--- src/rtl/clkmon_pkg.sv ---
package clkmon_pkg;

  localparam logic [1:0] JaTxPath   = 2'b01;
  localparam logic [1:0] LoopRemote = 2'b10;

  typedef struct packed {
    logic windowEnd;
  } ctrlStrobes_t;

  typedef enum logic [1:0] {
    SrcTx     = 2'd0,
    SrcSmooth = 2'd1,
    SrcLoop   = 2'd2
  } clkSrc_t;

endpackage

--- src/rtl/clkmon_ctrl.sv ---
module clkmon_ctrl
  import clkmon_pkg::*;
#(
  parameter int WINDOW = 10
) (
  input  logic         clk,
  input  logic         rstN,
  output ctrlStrobes_t strobes
);

  localparam int CntW = (WINDOW > 1) ? $clog2(WINDOW) : 1;
  localparam logic [CntW-1:0] LastCnt = CntW'(WINDOW - 1);

  logic [CntW-1:0] winCnt;

  always_ff @(posedge clk) begin
    if (!rstN) begin
      winCnt <= '0;
    end else if (winCnt == LastCnt) begin
      winCnt <= '0;
    end else begin
      winCnt <= winCnt + 1'b1;
    end
  end

  always_comb begin
    strobes.windowEnd = (winCnt == LastCnt);
  end

endmodule

--- src/rtl/clkmon_dp.sv ---
module clkmon_dp
  import clkmon_pkg::*;
#(
  parameter int SYNC_STAGES = 2
) (
  input  logic         clk,
  input  logic         rstN,
  input  logic         txClk,
  input  logic         smoothClk,
  input  logic         loopClk,
  input  logic [1:0]   jaMode,
  input  logic [1:0]   loopMode,
  input  ctrlStrobes_t strobes,
  output logic         clkLost,
  output logic         drvEnable
);

  clkSrc_t                src;
  logic                   selClk;
  logic [SYNC_STAGES-1:0] syncChain;
  logic                   prevLvl;
  logic                   riseSeen;
  logic                   seenInWin;
  logic                   winActive;

  always_comb begin
    if (jaMode == JaTxPath) begin
      src = SrcSmooth;
    end else if (loopMode == LoopRemote) begin
      src = SrcLoop;
    end else begin
      src = SrcTx;
    end
    unique case (src)
      SrcSmooth: selClk = smoothClk;
      SrcLoop:   selClk = loopClk;
      default:   selClk = txClk;
    endcase
  end

  genvar gi;
  generate
    for (gi = 0; gi < SYNC_STAGES; gi++) begin : g_sync
      if (gi == 0) begin : g_first
        always_ff @(posedge clk) begin
          if (!rstN) syncChain[gi] <= 1'b0;
          else       syncChain[gi] <= selClk;
        end
      end else begin : g_next
        always_ff @(posedge clk) begin
          if (!rstN) syncChain[gi] <= 1'b0;
          else       syncChain[gi] <= syncChain[gi-1];
        end
      end
    end
  endgenerate

  always_ff @(posedge clk) begin
    if (!rstN) prevLvl <= 1'b0;
    else       prevLvl <= syncChain[SYNC_STAGES-1];
  end

  assign riseSeen  = syncChain[SYNC_STAGES-1] & ~prevLvl;
  assign winActive = seenInWin | riseSeen;

  always_ff @(posedge clk) begin
    if (!rstN) begin
      seenInWin <= 1'b0;
      clkLost   <= 1'b1;
      drvEnable <= 1'b0;
    end else if (strobes.windowEnd) begin
      seenInWin <= 1'b0;
      clkLost   <= ~winActive;
      drvEnable <= winActive;
    end else if (riseSeen) begin
      seenInWin <= 1'b1;
    end
  end

endmodule

--- src/rtl/clkmon_top.sv ---
module clkmon_top
  import clkmon_pkg::*;
#(
  parameter int WINDOW      = 10,
  parameter int SYNC_STAGES = 2
) (
  input  logic       clk,
  input  logic       rstN,
  input  logic       txClk,
  input  logic       smoothClk,
  input  logic       loopClk,
  input  logic [1:0] jaMode,
  input  logic [1:0] loopMode,
  output logic       clkLost,
  output logic       drvEnable
);

  ctrlStrobes_t strobes;

  clkmon_ctrl #(.WINDOW(WINDOW)) u_ctrl (
    .clk     (clk),
    .rstN    (rstN),
    .strobes (strobes)
  );

  clkmon_dp #(.SYNC_STAGES(SYNC_STAGES)) u_dp (
    .clk       (clk),
    .rstN      (rstN),
    .txClk     (txClk),
    .smoothClk (smoothClk),
    .loopClk   (loopClk),
    .jaMode    (jaMode),
    .loopMode  (loopMode),
    .strobes   (strobes),
    .clkLost   (clkLost),
    .drvEnable (drvEnable)
  );

endmodule

--- config.mk ---
export PLATFORM = sky130hd
export DESIGN_NAME = clkmon_top
export DESIGN_NICKNAME = d
export VERILOG_FILES = /design/src/rtl/clkmon_pkg.sv /design/src/rtl/clkmon_ctrl.sv /design/src/rtl/clkmon_dp.sv /design/src/rtl/clkmon_top.sv
export SDC_FILE = /design/constraint.sdc
export NUM_CORES = 1
export LEC_CHECK = 0
export ABC_CLOCK_PERIOD_IN_PS = 3100
export BUFFER_PORTS_ARGS = -buffer_cell sky130_fd_sc_hd__buf_2
export CORE_AREA = 5 5 42 44
export CTS_CLUSTER_SIZE = 16
export DETAILED_ROUTE_END_ITERATION = 12
export DIE_AREA = 0 0 47 49
export SYNTH_ARGS = -nofsm -noshare
export SYNTH_HDL_FRONTEND = slang
export SYNTH_HIERARCHICAL = 1
export SYNTH_SLANG_ARGS = --single-unit
--- constraint.sdc ---
create_clock -name clk -period 3.1 [get_ports clk]
set_input_delay 0.465 -clock clk [delete_from_list [all_inputs] [get_ports clk]]
set_output_delay 0.465 -clock clk [all_outputs]
set_load 0.05 [all_outputs]
==> metrics, run 1 <==
hold_buf cts=0; Mapped Cells=40; clk buf depth=2; io pins=11; status=completed; first-pass GRT wire length=1.21 mm; async set-reset flop share out of synthesis=0%; most frequent cells in the layout=10 x buf_2, 10 x dfxtp_1, 5 x nor2_1, 3 x clkbuf_4, 3 x nand2b_1; switching power=56.7 uW; clk sinks=10; fin nets=66; total CTS buffers=3; critical path's slowest cell=dfxtp_1; Slew Limit Fails=0; GR Util All Layers=7.76%; DP Wirelength=505 um; Distinct cells, synth=20; die footprint=2300 um^2; initial antenna violation count=0; ANT cells=0; Final Hold Violating Endpoints=0; P&R area growth vs syn=26.0%; startpoint class of the critical path=register; Sw Ratio=20.7%; vias in the first global route=304; CP Max Fanout=2; mapped cell area=409 um^2; Post-route DRC=0; total core area=1400 um^2; Initial DRC Count=5; layout cell share with drive strength beyond 1=33.3%; wire per inst=9.39 um; H-tree depth=1; Power Internal=218 uW; clock network fraction of total power=41.9%; via count=310; clk root buf=clkbuf_4; vias per cell=4.43; pwr/cell area=532 nW/um^2; Crit Path Category=register to output pin; TNS Setup=0 ns; area leader, netlist=dfxtp_1; initial core utilization=29.2%; Antenna Nets Post-Route=0; drt pass-1 iters=4; die height=49 um; Top FF cell, synth=dfxtp_1; max incr delay on CP=0.33 ns; IO Port Bufs=10; clk_lat worst skew=0.26 ns; final core utilization=36.8%; placed insts=66; Reg clk slew, reported paths=0.07 ns; max capacitance violation total=0; FP Rows=14; slew at the pin with the worst max-slew slack=0.224 ns; syn_area_per_cell=10.2 um^2; Max Clk Rate=762 MHz; synthesized net count=51; CTS tree=yes; delay-heaviest family, CP=flip-flops; largest net degree at the start of global routing=9; VDD IR max=0.000347 V; final non-filler cell total=70; post-route minimum period=1.31 ns; Filler cells=149; sequential share of the synthesized area=48.9%; crit end category=output pin; CP bufs+invs=1; Setup Skew=0.00253 ns; RSZ-0062 raised after global routing=no; final worst path period share=42.4%; CP Data Required Time=2.63 ns; YS warnings=6; Yosys top cell area share=48.9%; worst hold-check path type=register to register; CTS resizes=0; remaining global-route overflow=0; postcts setup bufs=0; Worst Path Arrival=0.85 ns; die width=47 um; share of power burned in registers=50.8%; crit-path cells=buf_2; endpoints failing setup=0; Post-synth EDFFs=0; Max-Slew Margin vs Limit=84.9%; Gate power share=7.2%; Post-Route WL=657 um; top post-synthesis cells by area=dfxtp_1 49%, ha_1 6.1%, nand2b_1 4.6%; flops & latches, synth=10; leakage=0.229 nW; RD Place Congestion=0.619
worst paths after layout:
kind	depth (start not counted)	slack, ns	to	startpoint
worst max register to register	6	1.79	u_dp/drvEnable	u_ctrl/winCnt[0]
worst max-delay path	1	1.79	drvEnable	u_dp/drvEnable
worst min register to register	1	0.44	u_dp/syncChain[1]	u_dp/syncChain[0]
worst min-delay path	1	0.44	u_dp/syncChain[1]	u_dp/syncChain[0]
synthesized netlist by cell type, types with 2 or more instances:
master     n
ha_1       2
and2_1     2
nand2_1    2
dfxtp_1   10
nor2_1     5
nor3b_1    2
o21ai_0    2
nand2b_1   3
state kept, by name, indices dropped and copies added, names as in the netlist:
| signal | count |
|---|---|
| u_dp/clkLost | 1 |
| u_dp/prevLvl | 1 |
| u_dp/seenInWin | 1 |
| u_dp/syncChain | 2 |
| u_ctrl/winCnt | 4 |
| u_dp/drvEnable | 1 |
logic make-up after synthesis:
group           after synthesis  share of synthesized area (%)
flops                        10                           48.9
compound gates                8                           15.0
mux                           1                           2.45
fa+ha+maj                     2                           6.12
buf+inv                       2                           1.83
simple gates                 17                           25.7
per-layer routing:
metal  track usage (%)  wire [um]  vias to the layer above
met2              10.4        278                       14
met4              2.76          0                        0
met1              8.85        294                      129
met3              6.64         84                        0
met5                 0          0                        -
li1                  -          -                      167
power groups by stage:
stage | clock, mW | sequential (mW) | combinational, mW
after floorplan | 0 | 0.142 | 0.0124
after global placement | 0 | 0.142 | 0.0197
after detailed placement | 0 | 0.142 | 0.0203
after CTS | 0.122 | 0.139 | 0.0203
after global routing | 0.131 | 0.140 | 0.0236
final | 0.115 | 0.139 | 0.0199
layout make-up:
class	count	area [um^2]	area share, %
tap	16	20.0	3.88
clock buffer	4	36.3	7.04
sequential	10	200	38.8
timing repair buffer	10	50.0	9.71
multi-input combinational	28	201	39.1
inverter	2	7.51	1.46
through the flow:
| step | power [mW] | setup WS (ns) | hold slack, ns | cell area [um^2] |
|---|---|---|---|---|
| after global placement | 0.162 | 1.83 | 0.420 | 479 |
| after CTS | 0.282 | 1.76 | 0.441 | 515 |
| after global routing | 0.295 | 1.66 | 0.451 | 515 |
| after detailed placement | 0.163 | 1.80 | 0.425 | 479 |
| after floorplan | 0.154 | 1.90 | 0.412 | 409 |
| final | 0.274 | 1.79 | 0.436 | 515 |
(Power assumes the default switching activity.)
==> inputs of run 2 (changes only) <==
--- a/config.mk
+++ b/config.mk
@@ -5,7 +5,7 @@
 export SDC_FILE = /design/constraint.sdc
 export NUM_CORES = 1
 export LEC_CHECK = 0
-export ABC_CLOCK_PERIOD_IN_PS = 3100
+export ABC_CLOCK_PERIOD_IN_PS = 1300
 export BUFFER_PORTS_ARGS = -buffer_cell sky130_fd_sc_hd__buf_2
 export CORE_AREA = 5 5 42 44
 export CTS_CLUSTER_SIZE = 16
==> constraint.sdc (replaced) <==
create_clock -name clk -period 1.3 [get_ports clk]
set_input_delay 0.195 -clock clk [delete_from_list [all_inputs] [get_ports clk]]
set_output_delay 0.195 -clock clk [all_outputs]
set_load 0.05 [all_outputs]
==> metrics, run 2 (same netlist as run 1, synthesis figures left out) <==
Crit Path Category=register to register (was register to output pin); pwr/cell area=1240 nW/um^2 (was 532 nW/um^2); Antenna Nets Post-Route=0 (unchanged); leakage=0.236 nW (was 0.229 nW); Sw Ratio=22.3% (was 20.7%); Largest regs=u_ctrl/winCnt (4), u_dp/syncChain (2) (unchanged); total CTS buffers=3 (unchanged); CP bufs+invs=2 (was 1); most common cell after layout, fill and taps aside=buf_2; max incr delay on CP=0.33 ns (about the same); critical path's slowest cell=dfxtp_2 (was dfxtp_1); die width=47 um (unchanged); CP Data Required Time=1.46 ns (was 2.63 ns); clk buf depth=2 (unchanged); initial antenna violation count=0 (unchanged); drt pass-1 iters=3 (was 4); P&R area growth vs syn=33.3% (was 26.0%); H-tree depth=1 (unchanged); placed insts=68 (was 66); share of power burned in registers=49.4% (was 50.8%); GR Util All Layers=7.28% (was 7.76%); initial core utilization=29.2% (unchanged); status=completed (unchanged); crit end category=register (was output pin); clk sinks=10 (unchanged); Max Clk Rate=837 MHz; Initial DRC Count=5 (unchanged); CTS tree=yes (unchanged); most frequent cells in the layout=10 x buf_2, 9 x dfxtp_1, 4 x nor2_1, 3 x clkbuf_4, 3 x nand2b_1 (was 10 x buf_2, 10 x dfxtp_1, 5 x nor2_1, 3 x clkbuf_4, 3 x nand2b_1); RD Place Congestion=0.621 (was 0.619); remaining global-route overflow=0 (unchanged); first-pass GRT wire length=1.19 mm (was 1.21 mm); Reg clk slew, reported paths=0.07 ns (about the same); Max-Slew Margin vs Limit=83.2% (was 84.9%); vias per cell=4.36 (was 4.43); worst hold-check path type=primary input to register (was register to register); IO Port Bufs=10 (unchanged); clk_lat worst skew=0.27 ns (was 0.26 ns); die footprint=2300 um^2 (unchanged); register name with the most flops=u_ctrl/winCnt (unchanged); ANT cells=0 (unchanged); clk root buf=clkbuf_4 (unchanged); largest net degree at the start of global routing=9 (unchanged); endpoints failing setup=0 (unchanged); clock network fraction of total power=42.2% (was 41.9%); TNS Setup=0 ns (unchanged); delay-heaviest family, CP=flip-flops (unchanged); Power Internal=524 uW (was 218 uW); Largest register FFs=4 (unchanged); Post-route DRC=0 (unchanged); layout cell share with drive strength beyond 1=41.1% (was 33.3%); post-route minimum period=1.19 ns; RSZ-0062 raised after global routing=no (unchanged); fin nets=68 (was 66); Worst Path Arrival=1.36 ns (was 0.85 ns); startpoint class of the critical path=register (unchanged); switching power=151 uW (was 56.7 uW); VDD IR max=0.000545 V (was 0.000347 V); die height=49 um (unchanged); Final Hold Violating Endpoints=0 (unchanged); Gate power share=8.4% (was 7.2%); wire per inst=10.1 um (was 9.39 um); Post-Route WL=724 um (was 657 um); final worst path period share=91.9%; via count=314 (was 310); max capacitance violation total=0 (unchanged); DP Wirelength=527 um (was 505 um); io pins=11 (unchanged); Hold WS=0.194 ns (was 0.436 ns); CP Max Fanout=3 (was 2); vias in the first global route=323 (was 304); final non-filler cell total=72 (was 70); total core area=1400 um^2 (unchanged); crit-path cells=inv_1 -> ha_2 -> nand2_1 -> nor2_2 -> inv_2 -> o31ai_4 -> nor2_1 (was buf_2); FP Rows=14 (unchanged); slew at the pin with the worst max-slew slack=0.249 ns (was 0.224 ns); Slew Limit Fails=0 (unchanged); Setup Skew=0.00321 ns (was 0.00253 ns)
-- run 2: metrics by stage --
| step | setup WS [ns] | util (%) | total power, mW | cell area, um^2 |
|---|---|---|---|---|
| 6_report | 0.105 | 38.9 | 0.675 | 546 |
| 5_1_grt | 0.00496 | 38.9 | 0.705 | 546 |
| 4_1_cts | 0.0223 | 38.0 | 0.676 | 533 |
| 3_5_place_dp | 0.0286 | 35.3 | 0.391 | 494 |
| 3_3_place_gp | 0.0757 | 35.3 | 0.389 | 494 |
| 2_1_floorplan | 0.101 | - | 0.367 | 409 |
-- run 2: worst reg2reg max path: cells and delay by family (launching register included) --
family / cells / cell delay [ns]
AOI/OAI and AO/OA: 1 / 0.19
and+or+nand+nor: 3 / 0.28
DFF: 1 / 0.33
adders and majority gates: 1 / 0.17
buffers and inverters: 2 / 0.13
-- run 2: path summary, 6_finish.rpt --
path | start | end | slack [ns] | cells past startpoint
min reg2reg | u_dp/syncChain[0] | u_dp/syncChain[1] | 0.44 | 1
min | jaMode[0] | u_dp/syncChain[0] | 0.19 | 3
max reg2reg | u_ctrl/winCnt[1] | u_dp/drvEnable | 0.11 | 7
max | u_ctrl/winCnt[1] | u_dp/drvEnable | 0.11 | 7
-- run 2: timing repair --
item,CTS,global route
setup buffers,0,0
pin swaps,0,3
resized for setup,1,3
setup endpoints to repair,1,2
hold buffers,0,0
-- run 2: layout make-up --
class,instances,area [um^2]
Timing Repair Buffer,12,65.1
Multi-Input combinational cell,28,215
Clock buffer,4,36.3
Tap cell,16,20.0
Inverter,2,7.51
Fill cell,156,856
Sequential cell,10,201
-- run 2: per-layer routing --
metal | track usage (%) | wire (um) | vias up
met5 | 0 | 0 | -
met1 | 8.91 | 371 | 136
met2 | 9.50 | 291 | 10
met4 | 6.91 | 4 | 0
li1 | - | - | 166
met3 | 2.21 | 57 | 2
-- run 2: power by group through the flow --
stage                     logic, mW  registers (mW)  clock network, mW
final                        0.0570           0.333              0.285
after global routing         0.0642           0.335              0.305
after CTS                    0.0550           0.332              0.290
after detailed placement     0.0524           0.339                  0
after global placement       0.0511           0.337                  0
after floorplan              0.0295           0.337                  0
==> inputs of run 3 (changes only) <==
--- a/config.mk
+++ b/config.mk
@@ -5,7 +5,7 @@
 export SDC_FILE = /design/constraint.sdc
 export NUM_CORES = 1
 export LEC_CHECK = 0
-export ABC_CLOCK_PERIOD_IN_PS = 1300
+export ABC_CLOCK_PERIOD_IN_PS = 1000
 export BUFFER_PORTS_ARGS = -buffer_cell sky130_fd_sc_hd__buf_2
 export CORE_AREA = 5 5 42 44
 export CTS_CLUSTER_SIZE = 16
==> constraint.sdc (replaced) <==
create_clock -name clk -period 1 [get_ports clk]
set_input_delay 0.15 -clock clk [delete_from_list [all_inputs] [get_ports clk]]
set_output_delay 0.15 -clock clk [all_outputs]
set_load 0.05 [all_outputs]
==> metrics, run 3 (same netlist as run 1, synthesis figures left out) <==
status=finished, violations left (was completed); failing checks=negative setup slack; Setup WS post-layout=-0.0737 ns (was 0.105 ns); layout cell share with drive strength beyond 1=50.0% (was 41.1%); Largest register FFs=4 (unchanged); max capacitance violation total=0 (unchanged); clk buf depth=2 (unchanged); CP Max Fanout=2 (was 3); Setup Skew=0.00270 ns (was 0.00321 ns); vias per cell=4.31 (was 4.36); first-pass GRT wire length=1.21 mm (was 1.19 mm); io pins=11 (unchanged); die footprint=2300 um^2 (unchanged); initial core utilization=29.2% (unchanged); Slew Limit Fails=0 (unchanged); max incr delay on CP=0.34 ns (was 0.33 ns); critical path's slowest cell=dfxtp_2 (unchanged); clk_lat worst skew=0.27 ns (about the same); min-delay src=jaMode[0] (unchanged); Final Hold Violating Endpoints=0 (unchanged); cells on worst reg2reg path=4 (was 7); vias in the first global route=287 (was 323); CP Data Required Time=1.16 ns (was 1.46 ns); RD Place Congestion=0.633 (was 0.621); Reg clk slew, reported paths=0.07 ns (about the same); reg2reg start=u_ctrl/winCnt[1] (unchanged); Final Power=891 uW (was 675 uW); remaining global-route overflow=0 (unchanged); FP Rows=14 (unchanged); pwr/cell area=1500 nW/um^2 (was 1240 nW/um^2); initial antenna violation count=0 (unchanged); RSZ-0062 raised after global routing=yes (was no); Largest regs=u_ctrl/winCnt (4), u_dp/syncChain (2) (unchanged); placed insts=70 (was 68); final non-filler cell total=74 (was 72); postcts setup bufs=0 (unchanged); TNS Setup=-0.210 ns (was 0 ns); Reg area=205 um^2 (was 201 um^2); clk root buf=clkbuf_4 (unchanged); Hold Path Sink=u_dp/syncChain[0] (unchanged); Hold WS=0.153 ns (was 0.194 ns); Initial DRC Count=3 (was 5); GR Util All Layers=7.63% (was 7.28%); CTS tree=yes (unchanged); slew at the pin with the worst max-slew slack=0.292 ns (was 0.249 ns); VDD IR max=0.000822 V (was 0.000545 V); Max-Slew Margin vs Limit=80.5% (was 83.2%); r2r setup slk=-0.07 ns (was 0.11 ns); Hold Path Stages=3 (unchanged); Max Clk Rate=931 MHz (was 837 MHz); Antenna Nets Post-Route=0 (unchanged); register name with the most flops=u_ctrl/winCnt (unchanged); Multi-input gate area=240 um^2 (was 215 um^2); die height=49 um (unchanged); crit-path cells=buf_4 -> nand2_1 -> and3_4 -> o31a_1 (was inv_1 -> ha_2 -> nand2_1 -> nor2_2 -> inv_2 -> o31ai_4 -> nor2_1); top layer in use=met3 (was met4); IO Port Bufs=10 (unchanged); leakage=0.263 nW (was 0.236 nW); fin nets=70 (was 68); ANT cells=0 (unchanged); final core utilization=42.4% (was 38.9%); H-tree depth=1 (unchanged); Worst R2R End=u_ctrl/winCnt[3] (was u_dp/drvEnable); total CTS buffers=3 (unchanged); WL met3=61 um (was 57 um); CP startpoint=u_ctrl/winCnt[1] (unchanged); Post-Route WL=749 um (was 724 um); WL met2=291 um (unchanged); via count=319 (was 314); wire per inst=10.1 um (about the same); Crit Path Category=register to register (unchanged); startpoint class of the critical path=register (unchanged); post-route cell area=594 um^2 (was 546 um^2); Filler cells=143 (was 156); crit end category=register (unchanged); final worst path period share=107% (was 91.9%); P&R area growth vs syn=45.3% (was 33.3%); DP Wirelength=548 um (was 527 um); endpoints failing setup=5 (was 0); die width=47 um (unchanged); Post-route DRC=0 (unchanged); placed cell area=529 um^2 (was 494 um^2); clk sinks=10 (unchanged); Worst Path Arrival=1.23 ns (was 1.36 ns); worst hold-check path type=primary input to register (unchanged); setup slack at placement=-0.123 ns (was 0.0286 ns); drt pass-1 iters=2 (was 3); most frequent cells in the layout=8 x buf_2, 8 x dfxtp_1, 6 x buf_4, 4 x nor2_1 (was 10 x buf_2, 9 x dfxtp_1, 4 x nor2_1, 3 x clkbuf_4, 3 x nand2b_1); post-route minimum period=1.07 ns (was 1.19 ns); total core area=1400 um^2 (unchanged); largest net degree at the start of global routing=9 (unchanged); routed metal-1 wire length=396 um (was 371 um)
## run 3: cell type report
cell class	count	area share, %
clock buffers	4	6.11
multi-input cells	28	40.4
well taps	16	3.37
repair buffers	14	14.3
flip-flops and latches	10	34.5
inverters	2	1.26
## run 3: critical path: cells and delay by family, from the launching register on
kind | cells | cell delay, ns
buf+inv | 1 | 0.11
compound gates | 1 | 0.28
flops | 1 | 0.34
simple gates | 2 | 0.24
## run 3: how the worst max path moves through the flow
stage / cells past startpoint / endpoint / slack, ns
after floorplan: 6 / u_dp/drvEnable / -0.08
after global placement: 7 / u_dp/drvEnable / -0.09
after detailed placement: 6 / u_dp/drvEnable / -0.12
after CTS: 6 / u_dp/drvEnable / -0.09
after global routing: 7 / u_dp/drvEnable / -0.14
final: 4 / u_ctrl/winCnt[3] / -0.07
## run 3: metal layers
layer,up-vias,track usage (%)
li1,173,-
met1,134,9.98
met3,0,5.90
met5,-,0
met2,12,8.60
met4,0,4.15
## run 3: power breakdown
| group | switching [mW] | internal [mW] | total, mW |
|---|---|---|---|
| Clock | 0.146 | 0.221 | 0.367 |
| Sequential | 0.0175 | 0.418 | 0.436 |
| Combinational | 0.0364 | 0.0520 | 0.0884 |
## run 3: repair_timing
item	in CTS	in global routing
resized for setup	5	4
hold buffers	0	0
endpoints found under the setup margin	8	7
pin swaps	1	1
